**config.mk**
```make
export PLATFORM = sky130hd
export DESIGN_NAME = pic_cmd_seq
export DESIGN_NICKNAME = d
export VERILOG_FILES = /design/src/rtl/pic_cmd_pkg.sv /design/src/rtl/pic_wr_decode.sv /design/src/rtl/pic_init_fsm.sv /design/src/rtl/pic_op_unit.sv /design/src/rtl/pic_cmd_seq.sv
export SDC_FILE = /design/constraint.sdc
export NUM_CORES = 1
export LEC_CHECK = 0
export BUFFER_PORTS_ARGS = -buffer_cell sky130_fd_sc_hd__buf_2
export CORE_ASPECT_RATIO = 0.6
export CORE_MARGIN = 3
export CORE_UTILIZATION = 48
export CTS_CLUSTER_SIZE = 14
export DETAILED_ROUTE_END_ITERATION = 12
export PLACE_DENSITY = 0.8
export SLEW_MARGIN = 20
export SYNTH_ARGS = -nofsm -noshare
export SYNTH_HDL_FRONTEND = slang
export SYNTH_HIERARCHICAL = 1
export SYNTH_SLANG_ARGS = --single-unit
```
**constraint.sdc**
```tcl
create_clock -name clk -period 1.7 [get_ports clk]
set_input_delay 0.51 -clock clk [delete_from_list [all_inputs] [get_ports clk]]
set_output_delay 0.51 -clock clk [all_outputs]
set_load 0.02 [all_outputs]
```
**src/rtl/pic_cmd_pkg.sv**
```systemverilog
package pic_cmd_pkg;
   typedef enum logic [1:0] {
      STEP_IDLE = 2'd0,
      STEP_BASE = 2'd1,
      STEP_CASC = 2'd2,
      STEP_MODE = 2'd3
   } init_step_e;

   typedef struct packed {
      logic start;   // start-of-setup word on port 0
      logic opcmd;   // operation command on port 0
      logic rdsel;   // read-select command on port 0
      logic data;    // any write to port 1
   } wr_kind_t;

   localparam logic [2:0] OP_EOI_ANY  = 3'b001;
   localparam logic [2:0] OP_EOI_LINE = 3'b011;
endpackage

```
**src/rtl/pic_wr_decode.sv**
```systemverilog
module pic_wr_decode
   import pic_cmd_pkg::*;
(
   input  logic       wr_en,
   input  logic       port_sel,
   input  logic [1:0] kind_bits,   // write byte bits [4:3]
   output wr_kind_t   kind
);
   always_comb begin
      kind       = '0;
      kind.data  = wr_en && port_sel;
      kind.start = wr_en && !port_sel && kind_bits[1];
      kind.opcmd = wr_en && !port_sel && (kind_bits == 2'b00);
      kind.rdsel = wr_en && !port_sel && (kind_bits == 2'b01);
   end
endmodule

```
**src/rtl/pic_init_fsm.sv**
```systemverilog
module pic_init_fsm
   import pic_cmd_pkg::*;
#(
   parameter int DATA_W = 8,
   parameter int LINE_W = 3
) (
   input  logic              clk,
   input  logic              rst_n,
   input  logic              is_master,
   input  wr_kind_t          kind,
   input  logic [DATA_W-1:0] wr_data,
   output init_step_e        step,
   output logic              edge_trig,
   output logic              single_mode,
   output logic [DATA_W-1:0] vec_base,
   output logic [DATA_W-1:0] casc_cfg,
   output logic              auto_eoi
);
   logic want_mode;

   always_ff @(posedge clk) begin
      if (!rst_n) begin
         step        <= STEP_IDLE;
         edge_trig   <= 1'b0;
         single_mode <= 1'b0;
         want_mode   <= 1'b0;
         vec_base    <= '0;
         casc_cfg    <= '0;
         auto_eoi    <= 1'b0;
      end else if (kind.start) begin
         edge_trig   <= wr_data[3];
         single_mode <= wr_data[1];
         want_mode   <= wr_data[0];
         if (!wr_data[0]) auto_eoi <= 1'b0;
         step        <= STEP_BASE;
      end else if (kind.data) begin
         unique case (step)
            STEP_BASE: begin
               vec_base <= {wr_data[DATA_W-1:LINE_W], {LINE_W{1'b0}}};
               if (single_mode) begin
                  casc_cfg <= '0;
                  step     <= want_mode ? STEP_MODE : STEP_IDLE;
               end else begin
                  step     <= STEP_CASC;
               end
            end
            STEP_CASC: begin
               casc_cfg <= is_master ? wr_data
                                     : {{(DATA_W-LINE_W){1'b0}}, wr_data[LINE_W-1:0]};
               step     <= want_mode ? STEP_MODE : STEP_IDLE;
            end
            STEP_MODE: begin
               auto_eoi <= wr_data[1];
               step     <= STEP_IDLE;
            end
            default: ;
         endcase
      end
   end
endmodule

```
**src/rtl/pic_op_unit.sv**
```systemverilog
module pic_op_unit
   import pic_cmd_pkg::*;
#(
   parameter int DATA_W = 8,
   parameter int LINE_W = 3
) (
   input  logic              clk,
   input  logic              rst_n,
   input  wr_kind_t          kind,
   input  logic              init_idle,
   input  logic              port_sel,
   input  logic [DATA_W-1:0] wr_data,
   input  logic [DATA_W-1:0] req_vec,
   input  logic [DATA_W-1:0] isr_vec,
   output logic [DATA_W-1:0] rd_data,
   output logic [DATA_W-1:0] mask_o,
   output logic              eoi_stb,
   output logic              eoi_nonspec,
   output logic [LINE_W-1:0] eoi_line
);
   logic pick_req;

   always_ff @(posedge clk) begin
      if (!rst_n) begin
         mask_o      <= '0;
         pick_req    <= 1'b1;
         eoi_stb     <= 1'b0;
         eoi_nonspec <= 1'b0;
         eoi_line    <= '0;
      end else begin
         eoi_stb <= 1'b0;
         if (kind.start)                  mask_o <= '0;
         else if (kind.data && init_idle) mask_o <= wr_data;
         if (kind.rdsel && wr_data[1])    pick_req <= wr_data[0];
         if (kind.opcmd) begin
            if (wr_data[7:5] == OP_EOI_ANY) begin
               eoi_stb     <= 1'b1;
               eoi_nonspec <= 1'b1;
               eoi_line    <= '0;
            end else if (wr_data[7:5] == OP_EOI_LINE) begin
               eoi_stb     <= 1'b1;
               eoi_nonspec <= 1'b0;
               eoi_line    <= wr_data[LINE_W-1:0];
            end
         end
      end
   end

   for (genvar b = 0; b < DATA_W; b++) begin : g_rd
      assign rd_data[b] = port_sel ? mask_o[b] : (pick_req ? req_vec[b] : isr_vec[b]);
   end
endmodule

```
**src/rtl/pic_cmd_seq.sv**
```systemverilog
module pic_cmd_seq
   import pic_cmd_pkg::*;
#(
   parameter int DATA_W = 8
) (
   input  logic              clk,
   input  logic              rst_n,
   input  logic              is_master,
   input  logic              port_sel,
   input  logic              wr_en,
   input  logic [DATA_W-1:0] wr_data,
   input  logic [DATA_W-1:0] req_vec,
   input  logic [DATA_W-1:0] isr_vec,
   output logic [DATA_W-1:0] rd_data,
   output logic [DATA_W-1:0] mask_o,
   output logic              edge_trig,
   output logic              single_mode,
   output logic [DATA_W-1:0] vec_base,
   output logic [DATA_W-1:0] casc_cfg,
   output logic              auto_eoi,
   output logic              eoi_stb,
   output logic              eoi_nonspec,
   output logic [$clog2(DATA_W)-1:0] eoi_line
);
   localparam int LINE_W = $clog2(DATA_W);

   if (DATA_W != 8) begin : g_bad_width
      $error("pic_cmd_seq: command byte layout needs DATA_W == 8");
   end

   wr_kind_t   kind;
   init_step_e init_step;
   logic       init_idle;

   pic_wr_decode u_dec (
      .wr_en     (wr_en),
      .port_sel  (port_sel),
      .kind_bits (wr_data[4:3]),
      .kind      (kind)
   );

   pic_init_fsm #(.DATA_W(DATA_W), .LINE_W(LINE_W)) u_fsm (
      .clk         (clk),
      .rst_n       (rst_n),
      .is_master   (is_master),
      .kind        (kind),
      .wr_data     (wr_data),
      .step        (init_step),
      .edge_trig   (edge_trig),
      .single_mode (single_mode),
      .vec_base    (vec_base),
      .casc_cfg    (casc_cfg),
      .auto_eoi    (auto_eoi)
   );

   assign init_idle = (init_step == STEP_IDLE);

   pic_op_unit #(.DATA_W(DATA_W), .LINE_W(LINE_W)) u_op (
      .clk         (clk),
      .rst_n       (rst_n),
      .kind        (kind),
      .init_idle   (init_idle),
      .port_sel    (port_sel),
      .wr_data     (wr_data),
      .req_vec     (req_vec),
      .isr_vec     (isr_vec),
      .rd_data     (rd_data),
      .mask_o      (mask_o),
      .eoi_stb     (eoi_stb),
      .eoi_nonspec (eoi_nonspec),
      .eoi_line    (eoi_line)
   );
endmodule

```
==> results.sh, run 1 <==
export IMPL_insertion_delay_ns=0.28
export IMPL_p_comb_frac=0.151
export IMPL_final_layout_size_suffix_gt1_frac=0.392
export IMPL_reg2reg_from="u_fsm/step[0]$_SDFFE_PN0P_"
export IMPL_diodes=0
export IMPL_power_density_mw_per_mm2=742
export IMPL_setup_violations=4
export IMPL_yosysSeqAreaShare=0.390
export IMPL_grt_pass1_vias=1376
export IMPL_num_vias=1544
export IMPL_required_ns=1.19
export IMPL_ys_warn_count=6
export IMPL_start_util=0.510
export IMPL_pin_count=69
export IMPL_ys_types=36
export IMPL_power_total_uw=1600
export IMPL_ys_seq_elements=33
export IMPL_wl_microns=4230
export IMPL_post_cts_buffers=0
export IMPL_ir_worst_vdd_v=0.000514
export IMPL_via_per_inst=5.15
export IMPL_cts_buffer_depth=2
export IMPL_mappedNetlistArea_sq_mm=0.00170
export IMPL_switching_power_uw=430
export IMPL_cts_tree="built"
export IMPL_synthCells=182
export IMPL_syn_to_final_growth_pct=27.6
export IMPL_p_int_uw=1180
export IMPL_pwr_share_seq=0.499
export IMPL_initialDrtViolationCount=83
export IMPL_fmax_mhz=585
export IMPL_r2r_slack_ns=0.41
export IMPL_cp_max_fo=5
export IMPL_m1WireLength_microns=2130
export IMPL_rows=16
export IMPL_endpoint_kind="output port"
export IMPL_wl_met3_microns=289
export IMPL_wl_per_cell_microns=14.1
export IMPL_crit_path_end="rd_data[4]"
export IMPL_violations="negative setup slack"
export IMPL_grt_pass1_wl_microns=6470
export IMPL_rsz0062_at_grt="true"
export IMPL_io_buffer_count=65
export IMPL_finalWeightedCongestion=0.855
export IMPL_p_sw_frac=0.268
export IMPL_r2r_cells=4
export IMPL_antenna_found_initial=0
export IMPL_die_y_microns=52.0
export IMPL_final_period_utilization=1.01
export IMPL_maxSlewViolCount=0
export IMPL_hold_depth=2
export IMPL_drcViolationCount=0
export IMPL_final_core_util=0.651
export IMPL_crit_type="reg -> out"
export IMPL_critPathLaunchType="flip-flop"
export IMPL_run_status="finished, violations left"
export IMPL_die_width_microns=82.7
export IMPL_ant_nets=0
export IMPL_dpl_hpwl_microns=3150
export IMPL_critPathLaunch="u_op/pick_req$_SDFFE_PN1P_"
export IMPL_timing_rr_end="u_fsm/casc_cfg[1]$_SDFFE_PN0P_"
export IMPL_final_hold_viol_count=0
export IMPL_drv_cap=0
export IMPL_worstHoldPathType="reg -> reg"
export IMPL_track_usage=0.203
export IMPL_grt_max_degree=20
export IMPL_highest_layer="met4"
export IMPL_syn_avg_cell_area_sq_um=9.32
export IMPL_die_area_sq_mm=0.00430
export IMPL_cts_root_buffer="clkbuf_8"
export IMPL_min_period_ns=1.71
export IMPL_synth_flop_cell="dfxtp_1"
export IMPL_worst_slack_ns=-0.00870
export IMPL_h_tree_depth=2
export IMPL_clockPowerShare=0.350
export IMPL_synthArstFlopShare=0
export IMPL_gr_total_overflow=0
export IMPL_numCtsBuffers=5
export IMPL_dr_pass1_iters=4
export IMPL_critPathArrivalTime_ns=1.20
export IMPL_clock_skew_ns=0.00245
export IMPL_leakage_uw=0.00100
export IMPL_core_sq_mm=0.00332
export IMPL_clk_pin_slew_worst_paths_ns=0.07
export IMPL_n_fill_cell=288
export IMPL_clkSinkCount=33
export IMPL_nets=283
export IMPL_synth_edff_count=0
export IMPL_route_met2_wl_microns=1800
synth_stat cells (all sizes together) (3+ instances only):
library cell	instances	share of area
dfxtp	33	0.39
nand2	23	0.051
mux2i	20	0.12
buf	15	0.070
a21oi	11	0.037
nand3	11	0.032
o21ai	10	0.030
nor2b	9	0.033
a21bo	8	0.047
a21boi	5	0.022
nand2b	5	0.023
o2bb2ai	5	0.026
a32oi	3	0.016
and3b	3	0.016
and4bb	3	0.024
inv	3	0.0066
routing by layer:
layer	GRT usage	up-vias
met5	0	-
met4	0.0571	0
li1	-	775
met3	0.0606	2
met2	0.283	46
met1	0.298	721
state kept, by name, summed over array words and instances (netlist names):
| name | cells |
|---|---|
| u_op/pick_req | 1 |
| u_fsm/single_mode | 1 |
| u_op/eoi_nonspec | 1 |
| u_op/mask_o | 8 |
| u_op/eoi_stb | 1 |
| u_op/eoi_line | 3 |
| u_fsm/want_mode | 1 |
| u_fsm/edge_trig | 1 |
| u_fsm/step | 2 |
| u_fsm/auto_eoi | 1 |
| u_fsm/vec_base | 5 |
| u_fsm/casc_cfg | 8 |
timing repair:
item                                    4_1_cts  5_1_grt
endpoints found under the setup margin        8        8
hold buffers                                  0        0
cloned                                        1        0
resized for setup                            10        3
pin swaps                                     0        2
critical path, cell delays in order, from the launching register on:
cell and delay, ns:
dfxtp_2 0.35, buf_6 0.14, mux2i_1 0.19, o21ai_1 0.08
buf_4 0.15
power by group through the flow:
stage,sequential [uW],clock [uW],combinational [uW]
2_1_floorplan,831,0,133
3_3_place_gp,817,0,232
3_5_place_dp,818,0,236
4_1_cts,801,576,240
5_1_grt,803,621,261
6_report,801,561,243
stage by stage:
stage	std cells	instance area [sq um]	setup WS (ns)	hold WS, ns	TNS [ns]
after global routing	300	2160	-0.0683	0.482	-0.432
after floorplan	184	1700	0.0306	0.514	0
after CTS	300	2160	-0.0126	0.461	-0.0149
after detailed placement	291	2060	-0.0642	0.450	-0.201
final	300	2160	-0.00870	0.458	-0.0221
after global placement	291	2060	0.0220	0.440	0
cell usage in the layout, fill, tap and decap left out, drive strengths merged, types with 5 or more instances in the layout:
cell type / n
buf: 80
dfxtp: 33
nand2: 23
mux2i: 20
nand3: 11
a21oi: 11
o21ai: 10
nor2b: 9
a21bo: 8
clkbuf: 6
o2bb2ai: 5
nand2b: 5
a21boi: 5
kinds of logic (layout without fill, tap and decap cells):
logic type             count (synthesis)  count (layout)  share of synthesized area
DFF                                   33              33                      0.390
muxes                                 20              20                      0.118
other                                  1               3                    0.00221
AOI/OAI and AO/OA                     44              44                      0.187
and+or+nand+nor                       64              64                      0.221
buffers and inverters                 20              91                     0.0812
area by class of cell:
class	count	area (sq um)	share of cell area
well taps	45	56.3	0.0260
inverters	3	11.3	0.00521
clock buffers	6	72.6	0.0335
repair buffers	80	447	0.206
clock inverters	2	10.0	0.00463
flip-flops and latches	33	662	0.306
multi-input cells	131	905	0.418
worst min path at each step:
stage	startpoint	to	slack, ns
after detailed placement	u_fsm/casc_cfg[4]$_SDFFE_PN0P_	u_fsm/casc_cfg[4]$_SDFFE_PN0P_	0.45
after floorplan	u_fsm/step[1]$_SDFFE_PP0P_	u_fsm/step[1]$_SDFFE_PP0P_	0.51
final	u_fsm/casc_cfg[6]$_SDFFE_PN0P_	u_fsm/casc_cfg[6]$_SDFFE_PN0P_	0.46
after global routing	u_op/eoi_line[2]$_SDFFE_PN0P_	u_op/eoi_line[2]$_SDFFE_PN0P_	0.48
after global placement	u_fsm/casc_cfg[5]$_SDFFE_PN0P_	u_fsm/casc_cfg[5]$_SDFFE_PN0P_	0.44
after CTS	u_fsm/casc_cfg[4]$_SDFFE_PN0P_	u_fsm/casc_cfg[4]$_SDFFE_PN0P_	0.46
Power figures use the tool's default switching activity.
==> run 2: changes to the inputs <==
--- a/config.mk
+++ b/config.mk
@@ -5,13 +5,14 @@
 export SDC_FILE = /design/constraint.sdc
 export NUM_CORES = 1
 export LEC_CHECK = 0
+export ABC_AREA = 1
 export BUFFER_PORTS_ARGS = -buffer_cell sky130_fd_sc_hd__buf_2
 export CORE_ASPECT_RATIO = 0.6
-export CORE_MARGIN = 3
-export CORE_UTILIZATION = 48
+export CORE_MARGIN = 5
+export CORE_UTILIZATION = 47
 export CTS_CLUSTER_SIZE = 14
 export DETAILED_ROUTE_END_ITERATION = 12
-export PLACE_DENSITY = 0.8
+export PLACE_DENSITY = 0.78
 export SLEW_MARGIN = 20
 export SYNTH_ARGS = -nofsm -noshare
 export SYNTH_HDL_FRONTEND = slang
==> run 2 against run 1 <==
Effect of this change:
- the run now ends clean
- worst hold slack better by 0.0068 ns
- final cell count up 21%
- critical path depth unchanged
- synthesized cell count up 33%
- register-to-register slack better by 0.02 ns
- critical path type unchanged
- largest power group unchanged
==> results.sh, run 2 <==
export IMPL_die_area_sq_mm=0.00487
export IMPL_grt_pass1_vias=1678
export IMPL_cp_common_cell="a21oi_2"
export IMPL_gr_total_overflow=0
export IMPL_fmax_mhz=594
export IMPL_min_period_ns=1.68
export IMPL_pin_count=69
export IMPL_p_comb_frac=0.178
export IMPL_timing_rr_end="u_fsm/casc_cfg[2]$_SDFFE_PN0P_"
export IMPL_holdWs_ns=0.465
export IMPL_dr_pass1_iters=4
export IMPL_antenna_found_initial=0
export IMPL_synth_commonest_cells="58 x nand2_1, 36 x nor2_1, 33 x dfxtp_1"
export IMPL_clk_pin_slew_worst_paths_ns=0.07
export IMPL_grt_max_degree=21
export IMPL_die_width_microns=86.8
export IMPL_r2r_cells=6
export IMPL_clock_skew_ns=0.00267
export IMPL_synth_top_area_cell="dfxtp_1"
export IMPL_met3_usage=0.0547
export IMPL_syn_to_final_growth_pct=33.7
export IMPL_critPathLaunchType="flip-flop"
export IMPL_top_usage_layer="met2"
export IMPL_final_cell_mix="58 x buf_2, 58 x nand2_1, 36 x nor2_1"
export IMPL_rsz0062_at_grt="true"
export IMPL_drcViolationCount=0
export IMPL_mappedNetlistArea_sq_mm=0.00167
export IMPL_place_area_sq_mm=0.00209
export IMPL_top_regs="u_fsm/casc_cfg (8), u_op/mask_o (8), u_fsm/vec_base (5)"
export IMPL_numCtsBuffers=5
export IMPL_power_total_uw=1660
export IMPL_wl_per_cell_microns=12.8
export IMPL_yosysSeqAreaShare=0.397
export IMPL_synth_area_leaders="dfxtp_1 40%, nand2_1 13%, nor2_1 8.1%, a21oi_1 7.5%, a21oi_2 4.2%"
export IMPL_ys_types=23
export IMPL_grt_use_met2=0.277
export IMPL_final_hold_viol_count=0
export IMPL_hold_depth=3
export IMPL_final_layout_size_suffix_gt1_frac=0.394
export IMPL_cp_top_family="flip-flops"
export IMPL_worstHoldStart="rst_n"
export IMPL_pre_cts_ws_ns=-0.00103
export IMPL_nets=345
export IMPL_setup_violations=0
export IMPL_ir_worst_vdd_v=0.000476
export IMPL_slowest_delay_ns=0.41
export IMPL_clkSinkCount=33
export IMPL_ctsHoldBuffers=0
export IMPL_cp_max_fo=7
export IMPL_synthCells=242
export IMPL_worstHoldPathType="in -> reg"
export IMPL_run_status="completed"
export IMPL_worst_path_buf_inv=2
export IMPL_start_util=0.501
export IMPL_synthArstFlopShare=0
export IMPL_synth_flop_cell="dfxtp_1"
export IMPL_worst_slack_ns=0.0175
export IMPL_path_cells="buf_6 > a21oi_2 > a21oi_2 > buf_4"
export IMPL_reg2reg_from="u_fsm/step[1]$_SDFFE_PP0P_"
export IMPL_maxSlewViolCount=0
export IMPL_die_y_microns=56.1
export IMPL_insertion_delay_ns=0.27
export IMPL_synth_top_area_frac=0.397
export IMPL_initialDrtViolationCount=112
export IMPL_num_vias=1789
export IMPL_finalWeightedCongestion=0.854
export IMPL_dpl_hpwl_microns=3530
export IMPL_synth_edff_count=0
export IMPL_track_usage=0.188
export IMPL_endpoint_kind="output port"
export IMPL_clockPowerShare=0.335
export IMPL_ant_nets=0
export IMPL_core_sq_mm=0.00332
export IMPL_diodes=0
export IMPL_switching_power_uw=477
export IMPL_crit_type="reg -> out"
export IMPL_via_per_inst=4.94
export IMPL_met1_usage=0.276
export IMPL_cts_buffer_depth=2
export IMPL_r2r_slack_ns=0.43
export IMPL_wl_microns=4630
export IMPL_io_buffer_count=65
export IMPL_post_cts_buffers=0
export IMPL_hold_path_end="u_op/eoi_stb$_SDFF_PN0_"
export IMPL_drv_cap=0
export IMPL_ys_warn_count=6
export IMPL_critPathArrivalTime_ns=1.17
export IMPL_grt_pass1_wl_microns=7510
export IMPL_syn_avg_cell_area_sq_um=6.88
export IMPL_p_int_uw=1180
export IMPL_required_ns=1.19
export IMPL_p_sw_frac=0.287
export IMPL_final_period_utilization=0.990
export IMPL_power_density_mw_per_mm2=746
export IMPL_cp_depth=4
export IMPL_h_tree_depth=2
export IMPL_leakage_uw=0.00109
export IMPL_cts_tree="built"
export IMPL_pwr_share_seq=0.486
export IMPL_cp_slowest_cell="dfxtp_4"
export IMPL_cts_root_buffer="clkbuf_8"
export IMPL_rows=16
export IMPL_synth_most_common_cell="nand2_1"
export IMPL_final_cell_area_sq_mm=0.00223
export IMPL_ys_seq_elements=33
==> run 2: cell types whose count changed after synthesis, moves of 9 or more <==
| cell | previous run | this run |
|---|---|---|
| nor2_1 | 2 | 36 |
| inv_1 | 3 | 18 |
| a21oi_1 | 9 | 25 |
| nand2_1 | 23 | 58 |
| mux2i_1 | 20 | 0 |
| nor2b_1 | 9 | 0 |
==> run 2: layer usage <==
metal  vias to the layer above  share of wire
met3                         0          0.094
met1                       800           0.48
met2                        70           0.43
li1                        919              -
met4                         0              0
met5                         -              0
==> run 2: how the worst max path moves through the flow <==
stage               slack (ns)                       start                              to
floorplan                 0.07                    port_sel  u_fsm/casc_cfg[3]$_SDFFE_PN0P_
global placement          0.03                    port_sel                      rd_data[5]
detailed placement      -0.001                    port_sel                      rd_data[0]
CTS                       0.01  u_op/pick_req$_SDFFE_PN1P_                      rd_data[5]
global route             -0.04  u_op/pick_req$_SDFFE_PN1P_                      rd_data[5]
finish                    0.02  u_op/pick_req$_SDFFE_PN1P_                      rd_data[5]
==> run 2: metrics by stage <==
stage | utilization | std cells | setup TNS, ns
6_report | 0.670 | 362 | 0
5_1_grt | 0.670 | 362 | -0.0949
4_1_cts | 0.654 | 362 | 0
3_5_place_dp | 0.629 | 354 | -0.00103
3_3_place_gp | 0.629 | 354 | 0
2_1_floorplan | - | 244 | 0
==> run 2: cells by family (layout without fill, tap and decap cells) <==
logic type             after synthesis  count (layout)  synth area share
AOI/OAI and AO/OA                   44              44             0.151
DFF                                 33              33             0.397
buffers and inverters               32             105            0.0879
and+or+nand+nor                    132             132             0.362
other                                1               3           0.00225
==> run 2: cell type report <==
class	count	area, sq um
Sequential cell	33	664
Tap cell	45	56.3
Clock inverter	2	10.0
Timing Repair Buffer	73	407
Clock buffer	6	72.6
Fill cell	296	1100
Multi-Input combinational cell	179	922
Inverter	24	93.8
==> run 2: worst register-to-register path: cells and delay by family, from the launching register on <==
| family | cells | cell delay (ns) |
|---|---|---|
| AOI/OAI and AO/OA | 1 | 0.14 |
| and+or+nand+nor | 3 | 0.32 |
| DFF | 1 | 0.53 |
| buffers and inverters | 2 | 0.21 |
==> run 2: timing repair <==
| action | CTS | global route |
|---|---|---|
| pin swaps | 0 | 1 |
| endpoints found under the hold margin | 0 | 0 |
| setup endpoints to repair | 8 | 8 |
| resized for setup | 3 | 16 |
==> run 2: power by group through the flow <==
stage | clock network [uW] | registers [uW] | logic [uW]
final | 557 | 807 | 296
after CTS | 570 | 808 | 278
after floorplan | 0 | 841 | 152
after global placement | 0 | 825 | 271
after global routing | 604 | 809 | 323
after detailed placement | 0 | 825 | 277
==> run 3: changes to the inputs <==
--- a/config.mk
+++ b/config.mk
@@ -6,12 +6,13 @@
 export NUM_CORES = 1
 export LEC_CHECK = 0
 export ABC_AREA = 1
-export BUFFER_PORTS_ARGS = -buffer_cell sky130_fd_sc_hd__buf_2
+export BUFFER_PORTS_ARGS = -buffer_cell sky130_fd_sc_hd__buf_4
 export CORE_ASPECT_RATIO = 0.6
 export CORE_MARGIN = 5
 export CORE_UTILIZATION = 47
 export CTS_CLUSTER_SIZE = 14
 export DETAILED_ROUTE_END_ITERATION = 12
+export GPL_TIMING_DRIVEN = 1
 export PLACE_DENSITY = 0.78
 export SLEW_MARGIN = 20
 export SYNTH_ARGS = -nofsm -noshare
==> run 3 against run 2 <==
Effect of this change:
- the run now ends with negative setup slack left
- critical path type is now in -> out
- flip-flop and latch count is the same
- critical path depth rose by 1
- maximum frequency fell by 2.9%
- setup slack worse by 0.050 ns
- highest routed layer is now met4
- routed wire length up 5.6%
==> results.sh, run 3 (synthesis gave the netlist of run 2 again) <==
export IMPL_finalWeightedCongestion=0.878
export IMPL_rows=16
export IMPL_clkSinkCount=33
export IMPL_fmax_mhz=577
export IMPL_clockPowerShare=0.339
export IMPL_die_width_microns=86.8
export IMPL_track_usage=0.195
export IMPL_endpoint_kind="output port"
export IMPL_io_buffer_count=65
export IMPL_num_vias=1828
export IMPL_stdcell_count=362
export IMPL_p_sw_frac=0.276
export IMPL_initialDrtViolationCount=140
export IMPL_critPathArrivalTime_ns=1.22
export IMPL_top_regs="u_fsm/casc_cfg (8), u_op/mask_o (8), u_fsm/vec_base (5)"
export IMPL_drv_cap=0
export IMPL_crit_type="in -> out"
export IMPL_min_period_ns=1.73
export IMPL_worstHoldPathType="in -> reg"
export IMPL_ant_nets=0
export IMPL_antenna_found_initial=0
export IMPL_relSlewSlack=0.664
export IMPL_setup_violations=1
export IMPL_via_per_inst=5.05
export IMPL_place_area_sq_mm=0.00224
export IMPL_pin_count=69
export IMPL_run_status="finished, violations left"
export IMPL_final_cell_area_sq_mm=0.00242
export IMPL_cp_top_family="buffers and inverters"
export IMPL_grt_pass1_vias=1612
export IMPL_wl_per_cell_microns=13.5
export IMPL_final_common_cell="buf_4"
export IMPL_die_area_sq_mm=0.00487
export IMPL_nets=346
export IMPL_worst_slack_ns=-0.0324
export IMPL_grt_pass1_wl_microns=7590
export IMPL_grt_max_degree=21
export IMPL_final_cell_mix="68 x buf_4, 58 x nand2_1, 32 x dfxtp_1"
export IMPL_p_comb_frac=0.195
export IMPL_cts_root_buffer="clkbuf_8"
export IMPL_dpl_hpwl_microns=3630
export IMPL_worstHoldStart="rst_n"
export IMPL_diodes=0
export IMPL_slowest_delay_ns=0.23
export IMPL_critPathLaunch="port_sel"
export IMPL_syn_to_final_growth_pct=45.3
export IMPL_clk_pin_slew_worst_paths_ns=0.06
export IMPL_h_tree_depth=2
export IMPL_core_sq_mm=0.00332
export IMPL_reg2reg_from="u_fsm/step[1]$_SDFFE_PP0P_"
export IMPL_tightest_slew_ns=0.504
export IMPL_dr_pass1_iters=4
export IMPL_ir_worst_vdd_v=0.000453
export IMPL_gr_total_overflow=0
export IMPL_critPathLaunchType="input pin"
export IMPL_path_cells="buf_12 > clkinvlp_4 > nor2_2 > a21oi_2 > buf_6"
export IMPL_power_density_mw_per_mm2=719
export IMPL_leakage_uw=0.00113
export IMPL_drcViolationCount=0
export IMPL_worst_path_buf_inv=3
export IMPL_p_int_uw=1260
export IMPL_required_ns=1.19
export IMPL_die_y_microns=56.1
export IMPL_final_period_utilization=1.02
export IMPL_cp_slowest_cell="clkinvlp_4"
export IMPL_power_total_uw=1740
export IMPL_maxSlewViolCount=0
export IMPL_insertion_delay_ns=0.28
export IMPL_clock_skew_ns=0.00409
export IMPL_final_layout_size_suffix_gt1_frac=0.410
export IMPL_cts_tree="built"
export IMPL_holdWs_ns=0.477
export IMPL_cts_buffer_depth=2
export IMPL_pwr_share_seq=0.466
export IMPL_cp_max_fo=8
export IMPL_numCtsBuffers=5
export IMPL_rsz0062_at_grt="true"
export IMPL_start_util=0.501
export IMPL_wl_microns=4880
export IMPL_violations="negative setup slack"
export IMPL_final_hold_viol_count=0
export IMPL_dp_cells=352
export IMPL_switching_power_uw=480
[run 3: changes by cell type in the layout (fill, tap and decap cells not counted), sizes merged]
cell      before  now
buf           73   74
inv           23   22
clkinvlp       0    1
clkinv         3    1
clkbuf         6    7
[run 3: area by class of cell]
class	instances	area, sq um
tap	45	56.3
clock buffer	7	86.3
sequential	33	662
fill	274	903
timing repair buffer	74	587
multi-input combinational	179	933
inverter	24	95.1
[run 3: routing by layer]
| metal | share of wire | vias to the layer above | GRT usage |
|---|---|---|---|
| met4 | 0.012 | 0 | 0.0333 |
| met2 | 0.42 | 75 | 0.281 |
| met3 | 0.10 | 7 | 0.0680 |
| met5 | 0 | - | 0 |
| li1 | - | 926 | - |
| met1 | 0.46 | 820 | 0.280 |
[run 3: tightest hold or removal path, stage by stage]
cell and delay, ns:
buf_4 0.12, inv_2 0.05, nor2_1 0.04
[run 3: power groups by stage]
stage | clock, uW | sequential (uW) | combinational (uW)
after floorplan | 0 | 841 | 152
after global placement | 0 | 825 | 306
after detailed placement | 0 | 825 | 311
after CTS | 596 | 808 | 313
after global routing | 643 | 813 | 368
final | 591 | 811 | 339
[run 3: through the flow]
stage          setup slack (ns)  utilization   TNS [ns]
2_1_floorplan            0.0651            -          0
3_3_place_gp             0.0245        0.673          0
3_5_place_dp            -0.0146        0.673    -0.0154
4_1_cts               -0.000319        0.700  -0.000319
5_1_grt                 -0.0722        0.728     -0.301
6_report                -0.0324        0.728    -0.0324
[run 3: final timing paths]
| path | end | slack, ns | cells past startpoint |
|---|---|---|---|
| hold reg to reg | u_fsm/casc_cfg[0]$_SDFFE_PN0P_ | 0.48 | 2 |
| setup reg to reg | u_fsm/casc_cfg[1]$_SDFFE_PN0P_ | 0.42 | 6 |
| setup / recovery | rd_data[5] | -0.03 | 5 |
| hold / removal | u_op/eoi_stb$_SDFF_PN0_ | 0.48 | 3 |
[run 3: repair_timing]
action / in CTS / in global routing
hold buffers: 0 / 0
pin swaps: 0 / 2
resized for setup: 2 / 21
gates cloned: 0 / 0
endpoints found under the setup margin: 8 / 8
buffers inserted: 0 / 3
